[config.mk]
export PLATFORM = sky130hd
export DESIGN_NAME = disp_pwr_seq
export DESIGN_NICKNAME = d
export VERILOG_FILES = /design/src/rtl/disp_seq_pkg.sv /design/src/rtl/disp_cmd_rom.sv /design/src/rtl/disp_seq_timer.sv /design/src/rtl/disp_pwr_seq.sv
export SDC_FILE = /design/constraint.sdc
export NUM_CORES = 1
export LEC_CHECK = 0
export ABC_AREA = 1
export BUFFER_PORTS_ARGS = -buffer_cell sky130_fd_sc_hd__buf_2
export CORE_ASPECT_RATIO = 0.9
export CORE_MARGIN = 2
export CORE_UTILIZATION = 30
export DETAILED_ROUTE_END_ITERATION = 16
export PLACE_DENSITY = 0.52
export SETUP_SLACK_MARGIN = 0.1
export SYNTH_ARGS = -nofsm -noshare
export SYNTH_HDL_FRONTEND = slang
export SYNTH_HIERARCHICAL = 1
export SYNTH_SLANG_ARGS = --single-unit
[constraint.sdc]
create_clock -name clk -period 1.54 [get_ports clk]
set_input_delay 0.308 -clock clk [delete_from_list [all_inputs] [get_ports clk]]
set_output_delay 0.308 -clock clk [all_outputs]
set_load 0.05 [all_outputs]
[src/rtl/disp_seq_pkg.sv]
package disp_seq_pkg;

  typedef enum logic [3:0] {
    S_OFF,
    S_STAB,
    S_RSTW,
    S_SEND,
    S_CLEAR,
    S_PAN_ON,
    S_PANW,
    S_ON,
    S_SLP_PANEL,
    S_SLEEP,
    S_DN_PANEL,
    S_DN_WAIT
  } seq_state_t;

  localparam int ROM_AW = 5;

  // Byte ROM layout: each sequence is a run of consecutive entries
  localparam logic [ROM_AW-1:0] A_CFG_FIRST    = 5'd0;
  localparam logic [ROM_AW-1:0] A_CFG_LAST     = 5'd21;
  localparam logic [ROM_AW-1:0] A_DISP_ON      = 5'd22;
  localparam logic [ROM_AW-1:0] A_DISP_OFF     = 5'd23;
  localparam logic [ROM_AW-1:0] A_PUMP_OFF_END = 5'd25;
  localparam logic [ROM_AW-1:0] A_PUMP_ON      = 5'd26;
  localparam logic [ROM_AW-1:0] A_PUMP_ON_END  = 5'd27;

endpackage

[src/rtl/disp_cmd_rom.sv]
module disp_cmd_rom
  import disp_seq_pkg::*;
#(
  parameter int BYTE_W = 8
) (
  input  logic [ROM_AW-1:0] addr,
  input  logic              pump,
  output logic [BYTE_W-1:0] data
);

  logic [7:0] val;

  always_comb begin
    case (addr)
      5'd0:  val = 8'hAE;
      5'd1:  val = 8'hD5;
      5'd2:  val = 8'h80;
      5'd3:  val = 8'hA8;
      5'd4:  val = 8'h3F;
      5'd5:  val = 8'hD3;
      5'd6:  val = 8'h00;
      5'd7:  val = 8'h40;
      5'd8:  val = 8'h8D;
      5'd9:  val = pump ? 8'h14 : 8'h10;
      5'd10: val = 8'hA1;
      5'd11: val = 8'hC8;
      5'd12: val = 8'hDA;
      5'd13: val = 8'h12;
      5'd14: val = 8'h81;
      5'd15: val = pump ? 8'hCF : 8'h9F;
      5'd16: val = 8'hD9;
      5'd17: val = pump ? 8'hF1 : 8'h22;
      5'd18: val = 8'hDB;
      5'd19: val = 8'h40;
      5'd20: val = 8'hA4;
      5'd21: val = 8'hA6;
      5'd22: val = 8'hAF;   // display on
      5'd23: val = 8'hAE;   // display off
      5'd24: val = 8'h8D;   // pump off pair
      5'd25: val = 8'h10;
      5'd26: val = 8'h8D;   // pump on pair
      5'd27: val = 8'h14;
      default: val = 8'h00;
    endcase
  end

  assign data = BYTE_W'(val);

endmodule

[src/rtl/disp_seq_timer.sv]
module disp_seq_timer #(
  parameter int CNT_W = 8
) (
  input  logic             clk,
  input  logic             rst,
  input  logic             start,
  input  logic             unit_ms,
  input  logic [CNT_W-1:0] load,
  input  logic             ms_tick,
  output logic             fin
);

  logic             run;
  logic             use_ms;
  logic [CNT_W-1:0] cnt;
  logic             step;

  assign step = run && (!use_ms || ms_tick);

  always_ff @(posedge clk) begin
    if (rst) begin
      run    <= 1'b0;
      use_ms <= 1'b0;
      cnt    <= '0;
      fin    <= 1'b0;
    end else begin
      fin <= 1'b0;
      if (start) begin
        run    <= 1'b1;
        use_ms <= unit_ms;
        cnt    <= load;
      end else if (step) begin
        if (cnt <= CNT_W'(1)) begin
          run <= 1'b0;
          cnt <= '0;
          fin <= 1'b1;
        end else begin
          cnt <= cnt - CNT_W'(1);
        end
      end
    end
  end

  // a started wait is running on the next cycle and expiry is a single pulse
  p_start_runs_r6: assert property (@(posedge clk) disable iff (rst)
    start |=> run);
  p_fin_single_r6: assert property (@(posedge clk) disable iff (rst)
    fin |=> !fin);

endmodule

[src/rtl/disp_pwr_seq.sv]
module disp_pwr_seq
  import disp_seq_pkg::*;
#(
  parameter int BYTE_W   = 8,
  parameter int COLS     = 128,
  parameter int PAGES    = 8,
  parameter int STAB_MS  = 2,
  parameter int PANEL_MS = 100,
  parameter int RST_CYC  = 150
) (
  input  logic              clk,
  input  logic              rst,
  input  logic              ms_tick,
  input  logic              pump_mode,
  input  logic              req_up,
  input  logic              req_down,
  input  logic              req_sleep,
  input  logic              req_wake,
  input  logic              wr_ready,
  output logic              logic_en,
  output logic              panel_en,
  output logic              disp_rst_n,
  output logic              wr_valid,
  output logic [BYTE_W-1:0] wr_byte,
  output logic              wr_is_data,
  output logic              busy,
  output logic              done
);

  localparam int CLR_N = COLS * PAGES;
  localparam int CLR_W = (CLR_N > 1) ? $clog2(CLR_N) : 1;
  localparam int T_A   = (STAB_MS > PANEL_MS) ? STAB_MS : PANEL_MS;
  localparam int T_MAX = (T_A > RST_CYC) ? T_A : RST_CYC;
  localparam int TW    = $clog2(T_MAX + 1);

  seq_state_t        state, ret_q;
  logic [ROM_AW-1:0] idx_q, last_q;
  logic              mode_q;
  logic [CLR_W-1:0]  clr_q;
  logic              tmr_start, tmr_ms;
  logic [TW-1:0]     tmr_load;
  logic              fin;
  logic              logic_q, panel_q, rstn_q, valid_q, dat_q, done_q;
  logic [BYTE_W-1:0] rom_byte;
  logic              hs;

  disp_cmd_rom #(.BYTE_W(BYTE_W)) u_rom (
    .addr (idx_q),
    .pump (mode_q),
    .data (rom_byte)
  );

  disp_seq_timer #(.CNT_W(TW)) u_tmr (
    .clk     (clk),
    .rst     (rst),
    .start   (tmr_start),
    .unit_ms (tmr_ms),
    .load    (tmr_load),
    .ms_tick (ms_tick),
    .fin     (fin)
  );

  assign hs = valid_q && wr_ready;

  always_ff @(posedge clk) begin
    if (rst) begin
      state     <= S_OFF;
      ret_q     <= S_OFF;
      idx_q     <= '0;
      last_q    <= '0;
      mode_q    <= 1'b0;
      clr_q     <= '0;
      tmr_start <= 1'b0;
      tmr_ms    <= 1'b0;
      tmr_load  <= '0;
      logic_q   <= 1'b0;
      panel_q   <= 1'b0;
      rstn_q    <= 1'b0;
      valid_q   <= 1'b0;
      dat_q     <= 1'b0;
      done_q    <= 1'b0;
    end else begin
      tmr_start <= 1'b0;
      done_q    <= 1'b0;
      case (state)
        S_OFF: if (req_up) begin
          logic_q   <= 1'b1;
          mode_q    <= pump_mode;
          tmr_start <= 1'b1;
          tmr_ms    <= 1'b1;
          tmr_load  <= TW'(STAB_MS);
          state     <= S_STAB;
        end
        S_STAB: if (fin) begin
          rstn_q    <= 1'b1;
          tmr_start <= 1'b1;
          tmr_ms    <= 1'b0;
          tmr_load  <= TW'(RST_CYC);
          state     <= S_RSTW;
        end
        S_RSTW: if (fin) begin
          valid_q <= 1'b1;
          dat_q   <= 1'b0;
          idx_q   <= A_CFG_FIRST;
          last_q  <= A_CFG_LAST;
          ret_q   <= S_CLEAR;
          state   <= S_SEND;
        end
        S_SEND: if (hs) begin
          if (idx_q == last_q) begin
            valid_q <= 1'b0;
            state   <= ret_q;
            if (ret_q == S_ON) done_q <= 1'b1;
          end else begin
            idx_q <= idx_q + ROM_AW'(1);
          end
        end
        S_CLEAR: begin
          if (!valid_q) begin
            valid_q <= 1'b1;
            dat_q   <= 1'b1;
            clr_q   <= '0;
          end else if (hs) begin
            if (clr_q == CLR_W'(CLR_N - 1)) begin
              valid_q <= 1'b0;
              dat_q   <= 1'b0;
              state   <= S_PAN_ON;
            end else begin
              clr_q <= clr_q + CLR_W'(1);
            end
          end
        end
        S_PAN_ON: begin
          panel_q   <= 1'b1;
          tmr_start <= 1'b1;
          tmr_ms    <= 1'b1;
          tmr_load  <= TW'(PANEL_MS);
          state     <= S_PANW;
        end
        S_PANW: if (fin) begin
          valid_q <= 1'b1;
          idx_q   <= A_DISP_ON;
          last_q  <= A_DISP_ON;
          ret_q   <= S_ON;
          state   <= S_SEND;
        end
        S_ON: begin
          if (req_down || req_sleep) begin
            valid_q <= 1'b1;
            idx_q   <= A_DISP_OFF;
            last_q  <= mode_q ? A_PUMP_OFF_END : A_DISP_OFF;
            ret_q   <= req_down ? S_DN_PANEL : S_SLP_PANEL;
            state   <= S_SEND;
          end
        end
        S_SLP_PANEL: begin
          panel_q <= 1'b0;
          done_q  <= 1'b1;
          state   <= S_SLEEP;
        end
        S_SLEEP: begin
          if (req_down) begin
            state <= S_DN_PANEL;
          end else if (req_wake) begin
            if (mode_q) begin
              valid_q <= 1'b1;
              idx_q   <= A_PUMP_ON;
              last_q  <= A_PUMP_ON_END;
              ret_q   <= S_PAN_ON;
              state   <= S_SEND;
            end else begin
              state <= S_PAN_ON;
            end
          end
        end
        S_DN_PANEL: begin
          panel_q   <= 1'b0;
          tmr_start <= 1'b1;
          tmr_ms    <= 1'b1;
          tmr_load  <= TW'(PANEL_MS);
          state     <= S_DN_WAIT;
        end
        S_DN_WAIT: if (fin) begin
          logic_q <= 1'b0;
          rstn_q  <= 1'b0;
          done_q  <= 1'b1;
          state   <= S_OFF;
        end
        default: state <= S_OFF;
      endcase
    end
  end

  assign logic_en   = logic_q;
  assign panel_en   = panel_q;
  assign disp_rst_n = rstn_q;
  assign wr_valid   = valid_q;
  assign wr_is_data = dat_q;
  assign wr_byte    = dat_q ? '0 : rom_byte;
  assign busy       = !(state == S_OFF || state == S_ON || state == S_SLEEP);
  assign done       = done_q;

  // panel supply only while logic supply is up
  p_panel_under_logic_r7: assert property (@(posedge clk) disable iff (rst)
    panel_en |-> logic_en);
  // offered byte is frozen while stalled
  p_byte_hold_r10: assert property (@(posedge clk) disable iff (rst)
    (wr_valid && !wr_ready) |=> (wr_valid && $stable(wr_byte) && $stable(wr_is_data)));
  // no byte while the module is held in reset or unpowered
  p_no_write_in_reset_r2: assert property (@(posedge clk) disable iff (rst)
    wr_valid |-> (disp_rst_n && logic_en));
  // the logic supply comes up with reset still asserted
  p_rst_low_at_power_r2: assert property (@(posedge clk) disable iff (rst)
    $rose(logic_en) |-> !disp_rst_n);
  // completion pulse comes with busy already low
  p_done_idle_r12: assert property (@(posedge clk) disable iff (rst)
    done |-> (!busy && !wr_valid));

endmodule

======== After elaboration in Yosys (flattened, before gate mapping) ========
Index checks and enable logic that the tools add are counted.
storage, ports and cells
  register bits ........................... 56
  input port bits ......................... 9
  logic and storage cells ................. 207
operators by class
  add/subtract/negate cells ............... 3
  magnitude comparators ................... 1
  equal/unequal tests ..................... 61
  mux-type cells .......................... 84
  bitwise gates (word level) .............. 1
  reduce and logical (&&, ||, !) cells .... 38
operators with widths
  kind                                                   count
  one-hot mux 8 bit (23 select lines)                    1
  2-to-1 mux 4 bit                                       19
  2-to-1 mux 5 bit                                       13
  equality test 5 bit, second input constant             12
  2-to-1 mux 8 bit                                       7
  one-hot mux 4 bit (11 select lines)                    1
  equality test 5 x 4 -> 1 bit, second input constant    8
  2-to-1 mux 10 bit                                      3
  one-hot mux 5 bit (5 select lines)                     1
  2-to-1 mux 1 bit                                       24
  inequality test 2 bit, second input constant           12
  one-hot mux 8 bit (3 select lines)                     1
  equality test 4 x 3 -> 1 bit, second input constant    5
  one-hot mux 5 bit (4 select lines)                     1
  equality test 4 bit, second input constant             4
  one-hot mux 4 bit (4 select lines)                     1
  equality test 5 x 3 -> 1 bit, second input constant    3
  inequality test 2 x 1 -> 1 bit, second input constant  6
  AND reduction 3 bit                                    4
  nonzero test 2 bit                                     6
  AND reduction 11 bit                                   1
  adder 10 x 1 -> 10 bit, second input constant          1
  equality test 10 bit, second input constant            1
  equality test 5 x 2 -> 1 bit, second input constant    2
  30 further kinds                                       51

======== Longest topological paths before layout ========
Gate-level depths: netlist (run 1).
  word-level depth ........................ 5
  depth in mapped cells ................... 12

======== Hierarchy ========
The synthesis (run 1) kept the hierarchy.
modules (own cells, without submodules)
  module          instances  cells each  area each (sq um)  sequential area each (sq um)
  disp_pwr_seq    1          382         2427.3             820.8
  disp_seq_timer  1          108         711.9              220.2
  disp_cmd_rom    1          101         473.0              0.0

======== Worst setup path before layout (run 1) ========
Ideal clock, no wire load.
  path kind ............................... register to output
  start point ............................. register idx_q[2]
  end point ............................... output wr_byte[7]
  arrival time ............................ 1747 ps
  required time ........................... 1232 ps
  path slack .............................. -515 ps
  cell stages (with the launch flop) ...... 9
  cell sequence ........................... dfxtp_1 > nand2_1 > nor2_4 > nand2_2 > nand3_2 > nor2_1 > nand3_1 > inv_1 > nor2_1
between the ends
  longest elaborated chain between the ends .. 4
ends and longest elaborated chain
  element                                                                    RTL line             text
  start: declaration                                                         disp_pwr_seq.sv:37   logic [ROM_AW-1:0] idx_q, last_q;
  start signal: assignment                                                   disp_pwr_seq.sv:115  idx_q <= idx_q + ROM_AW'(1);
  equality test 5 x 4 -> 1 bit, or another cell as far along                 disp_cmd_rom.sv:14   case (addr)
  OR reduction 3 bit (no line) / OR reduction 2 bit (equally long branches)  -
  one-hot mux 8 bit (23 select lines) *                                      disp_cmd_rom.sv:14
  via rom_byte[7]                                                            disp_pwr_seq.sv:44   logic [BYTE_W-1:0] rom_byte;
  2-to-1 mux 8 bit *                                                         disp_pwr_seq.sv:199  assign wr_byte = dat_q ? '0 : rom_byte;
  end: declaration                                                           disp_pwr_seq.sv:24   output logic [BYTE_W-1:0] wr_byte,
Mark *: on every way through the listed nets, which the timed path passes. The rest lies on a longest branch.

======== Final worst setup path (run 1) ========
  start point ............................. register idx_q[0]
  end point ............................... output wr_byte[6]
Same word-level chain as after synthesis.

==> flow_metrics.env, run 1 <==
export IMPL_ys_types=41
export IMPL_synthCells=591
export IMPL_preCtsSetupSlack_ns=-0.193
export IMPL_num_rows=38
export IMPL_hp_class="in2reg"
export IMPL_cts_root_buf="clkbuf_16"
export IMPL_fin_area_mm2=0.00584
export IMPL_async_reset_ff_frac=0
export IMPL_slew_viol_final=0
export IMPL_synth_area_per_cell_um2=6.11
export IMPL_routed_wl_um=11600
export IMPL_critPathArrivalTime_ns=1.73
export IMPL_critPathKind="reg2out"
export IMPL_nNetsFinal=735
export IMPL_grt_use_total=0.176
export IMPL_switching_power_w=0.00688
export IMPL_cp_max_fo=7
export IMPL_io_pins=24
export IMPL_drt_vias_per_instance=4.72
export IMPL_status="complete, but fails checks"
export IMPL_rsz0062_at_grt="true"
export IMPL_cpMostUsedCell="nor2_4"
export IMPL_routedWlPerCell_um=13.2
export IMPL_cap_violations=0
export IMPL_ant_nets=0
export IMPL_grt_pass1_vias=3994
export IMPL_multi_input_comb_area_mm2=0.00294
export IMPL_core_area_mm2=0.0119
export IMPL_setup_worst_path_start="idx_q[0]"
export IMPL_cts_tree="built"
export IMPL_intPower_w=0.00666
export IMPL_power_frac_clock=0.096
export IMPL_period_share=1.33
export IMPL_cts_sinks=52
export IMPL_cts_buffers=5
export IMPL_first_iter_violations=208
export IMPL_slowest_stage="dfxtp_4"
export IMPL_clk_pin_slew_worst_paths_ns=0.07
export IMPL_violations="negative setup slack"
export IMPL_fp_dieArea_mm2=0.0129
export IMPL_synth_edff_count=0
export IMPL_syn_area_mm2=0.00361
export IMPL_p_leak_nw=2.72
export IMPL_diodes=0
export IMPL_synth_seq_cells=52
export IMPL_max_freq_ghz=0.490
export IMPL_drc=0
export IMPL_p_sw_frac=0.508
export IMPL_cp_end_kind="output pin"
export IMPL_overflow=0
export IMPL_gp_congestion=0.890
export IMPL_timing_setup_tns_ns=-4.68
export IMPL_dp_hpwl_um=7810
export IMPL_die_x_um=120
export IMPL_r2r_start="idx_q[2]"
export IMPL_power_density_mw_per_mm2=2320
export IMPL_layout_setup_ws_ns=-0.502
export IMPL_seqPwrFrac=0.163
export IMPL_placed_cell_area_mm2=0.00454
export IMPL_grt_start_max_net_pins=19
export IMPL_clk_path_buf_depth=2
export IMPL_ys_flop_type="dfxtp_1"
export IMPL_hold_viol=0
export IMPL_cts_hold_buf=0
export IMPL_ys_seq_area_frac=0.288
export IMPL_yosysWarnings=6
export IMPL_layout_cells_non_filler=883
export IMPL_num_fill_cells=1171
export IMPL_crit_required_ns=1.23
export IMPL_syn_to_final_growth_pct=61.8
export IMPL_holdWs_ns=0.249
export IMPL_setup_viol=28
export IMPL_layout_commonest_cell="nand2_1"
export IMPL_die_h_um=108
export IMPL_fin_crit_ns=2.04
export IMPL_vias=4168
export IMPL_seqCellArea_mm2=0.00108
export IMPL_htreeDepth=2
export IMPL_grt_antenna_before_repair=0
export IMPL_clkLatencyLatePin_ns=0.30
export IMPL_vdd_drop_max_mv=1.59
export IMPL_max_stage_delay_ns=0.41
export IMPL_port_buffers=23
export IMPL_combPwrFrac=0.741
export IMPL_grt_pass1_wl_um=18700
export IMPL_clock_skew_ns=0.00885
export IMPL_dp_cells=833
export IMPL_initial_core_util=0.304
export IMPL_cp_cell_sequence="inv_4 -> nor2_4 -> nand4_1 -> nand2_1 -> nor2_1 -> nand3_1 -> inv_2 -> nor2_4 -> buf_6"
export IMPL_min_from="pump_mode"
export IMPL_final_cell_mix="nand2_1 (108), buf_4 (86), nor2_1 (71), inv_1 (57), dfxtp_1 (41)"
export IMPL_startpoint_type="flip-flop"
export IMPL_firstDrtPassIters=5
export IMPL_layout_drive_gt1_share=0.469
[routing by layer]
metal  wire length (um)  vias up  GRT usage
li1                   -     2142          -
met5                  0        -          0
met2               5790       83      0.308
met1               5270     1929      0.226
met4                147        0     0.0437
met3                420       14     0.0280
[sequential cells by signal, summed over array words and instances, names as in the netlist]
register and flops:
clr_q 10, disp_rst_n 1, done 1, idx_q 5, last_q 5, logic_en 1, mode_q 1, panel_en 1
ret_q 4, state 4, tmr_load 4, tmr_ms 1, tmr_start 1, u_tmr/cnt 8, u_tmr/fin 1, u_tmr/run 1
u_tmr/use_ms 1, wr_is_data 1, wr_valid 1
[cell families (layout without fill, tap and decap cells)]
kind of cell	count (synthesis)	after routing	share of synthesized area
fa+ha+maj	4	4	0.0139
buf+inv	94	223	0.101
xor+xnor	5	5	0.0121
simple gates	360	362	0.462
compound gates	75	75	0.122
other cells	1	2	0.00104
flops	52	52	0.288
[final cells by class]
class	instances	share of cell area
clock inverter	2	0.00664
timing repair buffer	129	0.187
clock buffer	6	0.0221
tap	160	0.0343
inverter	86	0.0621
multi-input combinational	448	0.504
sequential	52	0.184
[synth_stat cells (5+ instances only)]
cell type  count  area (um^2)
inv_2         11         41.3
nor2_1       102          383
nor3_1         6         30.0
a21oi_2        5         43.8
o21ai_0       23          115
nor2_4         7         78.8
a21oi_1       29          145
nand3_1       54          270
nand4_1        6         37.5
nor2_2        13         81.3
dfxtp_1       52         1040
nand3_2        5         50.1
nand2_2       16          100
nand2_1      140          526
inv_1         73          274
clkbuf_1       5         18.8
nand2_4        5         56.3
[worst paths after layout]
path                            depth (start not counted)          to  slack, ns
worst min register to register                          2  disp_rst_n       0.45
worst max register to register                         10        done      -0.10
worst min-delay path                                    3      mode_q       0.25
worst max-delay path                                    9  wr_byte[6]      -0.50
[worst max-delay path: cells and delay by family (launching register included)]
family / cells / cell delay [ns]
buf+inv: 3 / 0.25
simple gates: 6 / 0.78
flops: 1 / 0.41
[what timing repair did]
item / 4_1_cts / 5_1_grt
cloned: 1 / 1
setup buffers: 21 / 23
pin swaps: 42 / 46
gates resized for setup: 101 / 125
endpoints found under the setup margin: 44 / 51
[through the flow]
| stage | power (W) | util |
|---|---|---|
| after floorplan | 0.00765 | - |
| after global placement | 0.00962 | 0.382 |
| after detailed placement | 0.00963 | 0.382 |
| after CTS | 0.0121 | 0.435 |
| after global routing | 0.0145 | 0.492 |
| final | 0.0135 | 0.492 |
[power by group through the flow]
| stage | Combinational (W) | Clock [W] | Sequential, W |
|---|---|---|---|
| after global placement | 0.00749 | 0 | 0.00213 |
| final | 0.0100 | 0.00130 | 0.00221 |
| after floorplan | 0.00546 | 0 | 0.00219 |
| after global routing | 0.0109 | 0.00139 | 0.00227 |
| after detailed placement | 0.00749 | 0 | 0.00214 |
| after CTS | 0.00856 | 0.00134 | 0.00217 |
Power figures use the tool's default switching activity.
==> run 2, diff against run 1 <==
Settings changed: CTS_BUF_LIST set to sky130_fd_sc_hd__clkbuf_4.
==> flow_metrics.env, run 2 (synthesized netlist as in run 1, its figures left out) <==
export IMPL_port_buffers=23
export IMPL_layout_drive_gt1_share=0.501
export IMPL_path_depth=9
export IMPL_crit_required_ns=1.23
export IMPL_min_from="pump_mode"
export IMPL_dp_hpwl_um=7810
export IMPL_initial_core_util=0.304
export IMPL_layout_setup_ws_ns=-0.594
export IMPL_ant_nets=0
export IMPL_setup_worst_path_start="idx_q[0]"
export IMPL_diodes=0
export IMPL_cts_buffers=5
export IMPL_period_share=1.39
export IMPL_r2r_start="state[2]"
export IMPL_largest_reg_flops=10
export IMPL_cts_sinks=52
export IMPL_clkLatencyLatePin_ns=0.39
export IMPL_grt_antenna_before_repair=0
export IMPL_reg_largest_list="clr_q (10), u_tmr/cnt (8)"
export IMPL_holdWs_ns=0.132
export IMPL_drt_vias_per_instance=4.74
export IMPL_hold_depth=3
export IMPL_core_area_mm2=0.0119
export IMPL_cp_end_kind="output pin"
export IMPL_grt_pass1_wl_um=18900
export IMPL_syn_to_final_growth_pct=67.0
export IMPL_clock_skew_ns=0.00842
export IMPL_rsz0062_at_grt="true"
export IMPL_fin_crit_ns=2.13
export IMPL_nNetsFinal=736
export IMPL_grt_pass1_vias=4060
export IMPL_power_density_mw_per_mm2=2260
export IMPL_path_buf_inv=4
export IMPL_r2r_slack_ns=-0.15
export IMPL_slowest_stage="dfxtp_4"
export IMPL_max_freq_ghz=0.469
export IMPL_cts_tree="built"
export IMPL_cp_max_fo=7
export IMPL_utilization=0.507
export IMPL_num_rows=38
export IMPL_final_cell_mix="nand2_1 (101), buf_4 (80), nor2_1 (65), inv_1 (58), nor2_4 (40)"
export IMPL_largest_register="clr_q"
export IMPL_overflow=0
export IMPL_htreeDepth=2
export IMPL_status="complete, but fails checks"
export IMPL_cts_root_buf="clkbuf_4"
export IMPL_gp_congestion=0.890
export IMPL_vdd_drop_max_mv=1.38
export IMPL_cpMostUsedCell="nor2_4"
export IMPL_clk_pin_slew_worst_paths_ns=0.16
export IMPL_p_leak_nw=2.80
export IMPL_rr_worst_depth=13
export IMPL_slew_viol_final=0
export IMPL_first_iter_violations=214
export IMPL_cp_cell_sequence="inv_4 -> nor2_4 -> nand4_1 -> inv_1 -> nor2_1 -> nand3_1 -> inv_2 -> nor2_4 -> buf_8"
export IMPL_layout_commonest_cell="nand2_1"
export IMPL_die_x_um=120
export IMPL_routed_wl_um=11700
export IMPL_critPathArrivalTime_ns=1.83
export IMPL_fp_dieArea_mm2=0.0129
export IMPL_setup_viol=28
export IMPL_vias=4189
export IMPL_die_h_um=108
export IMPL_cap_violations=0
export IMPL_crit_family="simple AND/OR/NAND/NOR gates"
export IMPL_drc=0
export IMPL_routedWlPerCell_um=13.2
export IMPL_max_stage_delay_ns=0.44
export IMPL_clk_path_buf_depth=2
export IMPL_critPathKind="reg2out"
export IMPL_firstDrtPassIters=4
export IMPL_hold_viol=0
export IMPL_startpoint_type="flip-flop"
export IMPL_grt_use_total=0.179
export IMPL_io_pins=24
export IMPL_violations="negative setup slack"
export IMPL_grt_start_max_net_pins=19
export IMPL_hp_class="in2reg"
## run 2: where the power goes
part	leakage [nW]	internal [W]	switching, W	total, W
registers	0.433	0.00174	0.000468	0.00221
clock network	0.0463	0.000367	0.000486	0.000853
logic	2.32	0.00445	0.00611	0.0106
total	2.80	0.00656	0.00706	0.0136
## run 2: metrics by stage
step / worst slack, ns / setup TNS (ns) / cells / instance area, um^2 / power, W
finish: -0.594 / -6.32 / 884 / 6030 / 0.0136
global route: -0.687 / -9.72 / 884 / 6030 / 0.0146
CTS: -0.564 / -5.17 / 868 / 5330 / 0.0121
detailed placement: -0.193 / -2.29 / 833 / 4540 / 0.00963
global placement: -0.218 / -2.29 / 833 / 4540 / 0.00962
floorplan: -0.0206 / -0.0630 / 592 / 3760 / 0.00765
## run 2: routing by layer
metal / global-route usage / part of all wire
met5: 0 / 0
met4: 0.0496 / 0.019
met3: 0.0285 / 0.033
met2: 0.315 / 0.49
met1: 0.227 / 0.45
## run 2: layout make-up
class,count,area (um^2)
timing repair buffer,131,1190
fill,1124,5860
clock inverter,2,38.8
inverter,86,370
multi-input combinational,447,3100
tap,160,200
sequential,52,1080
clock buffer,6,45.0
## run 2: path summary, 6_finish.rpt
kind                 to
max          wr_byte[0]
min              mode_q
max reg2reg    state[3]
min reg2reg  disp_rst_n
## run 2: worst reg2reg max path, delay by kind of cell, from the launching register on
kind,cells,cell delay [ns]
buf+inv,3,0.35
flops,1,0.45
simple gates,10,0.84
## run 2: what timing repair did
item	CTS	global route
hold buffers	0	0
setup buffers	27	16
endpoints found under the setup margin	47	53
gates resized for setup	146	133
pin swaps	50	56
cloned	1	1
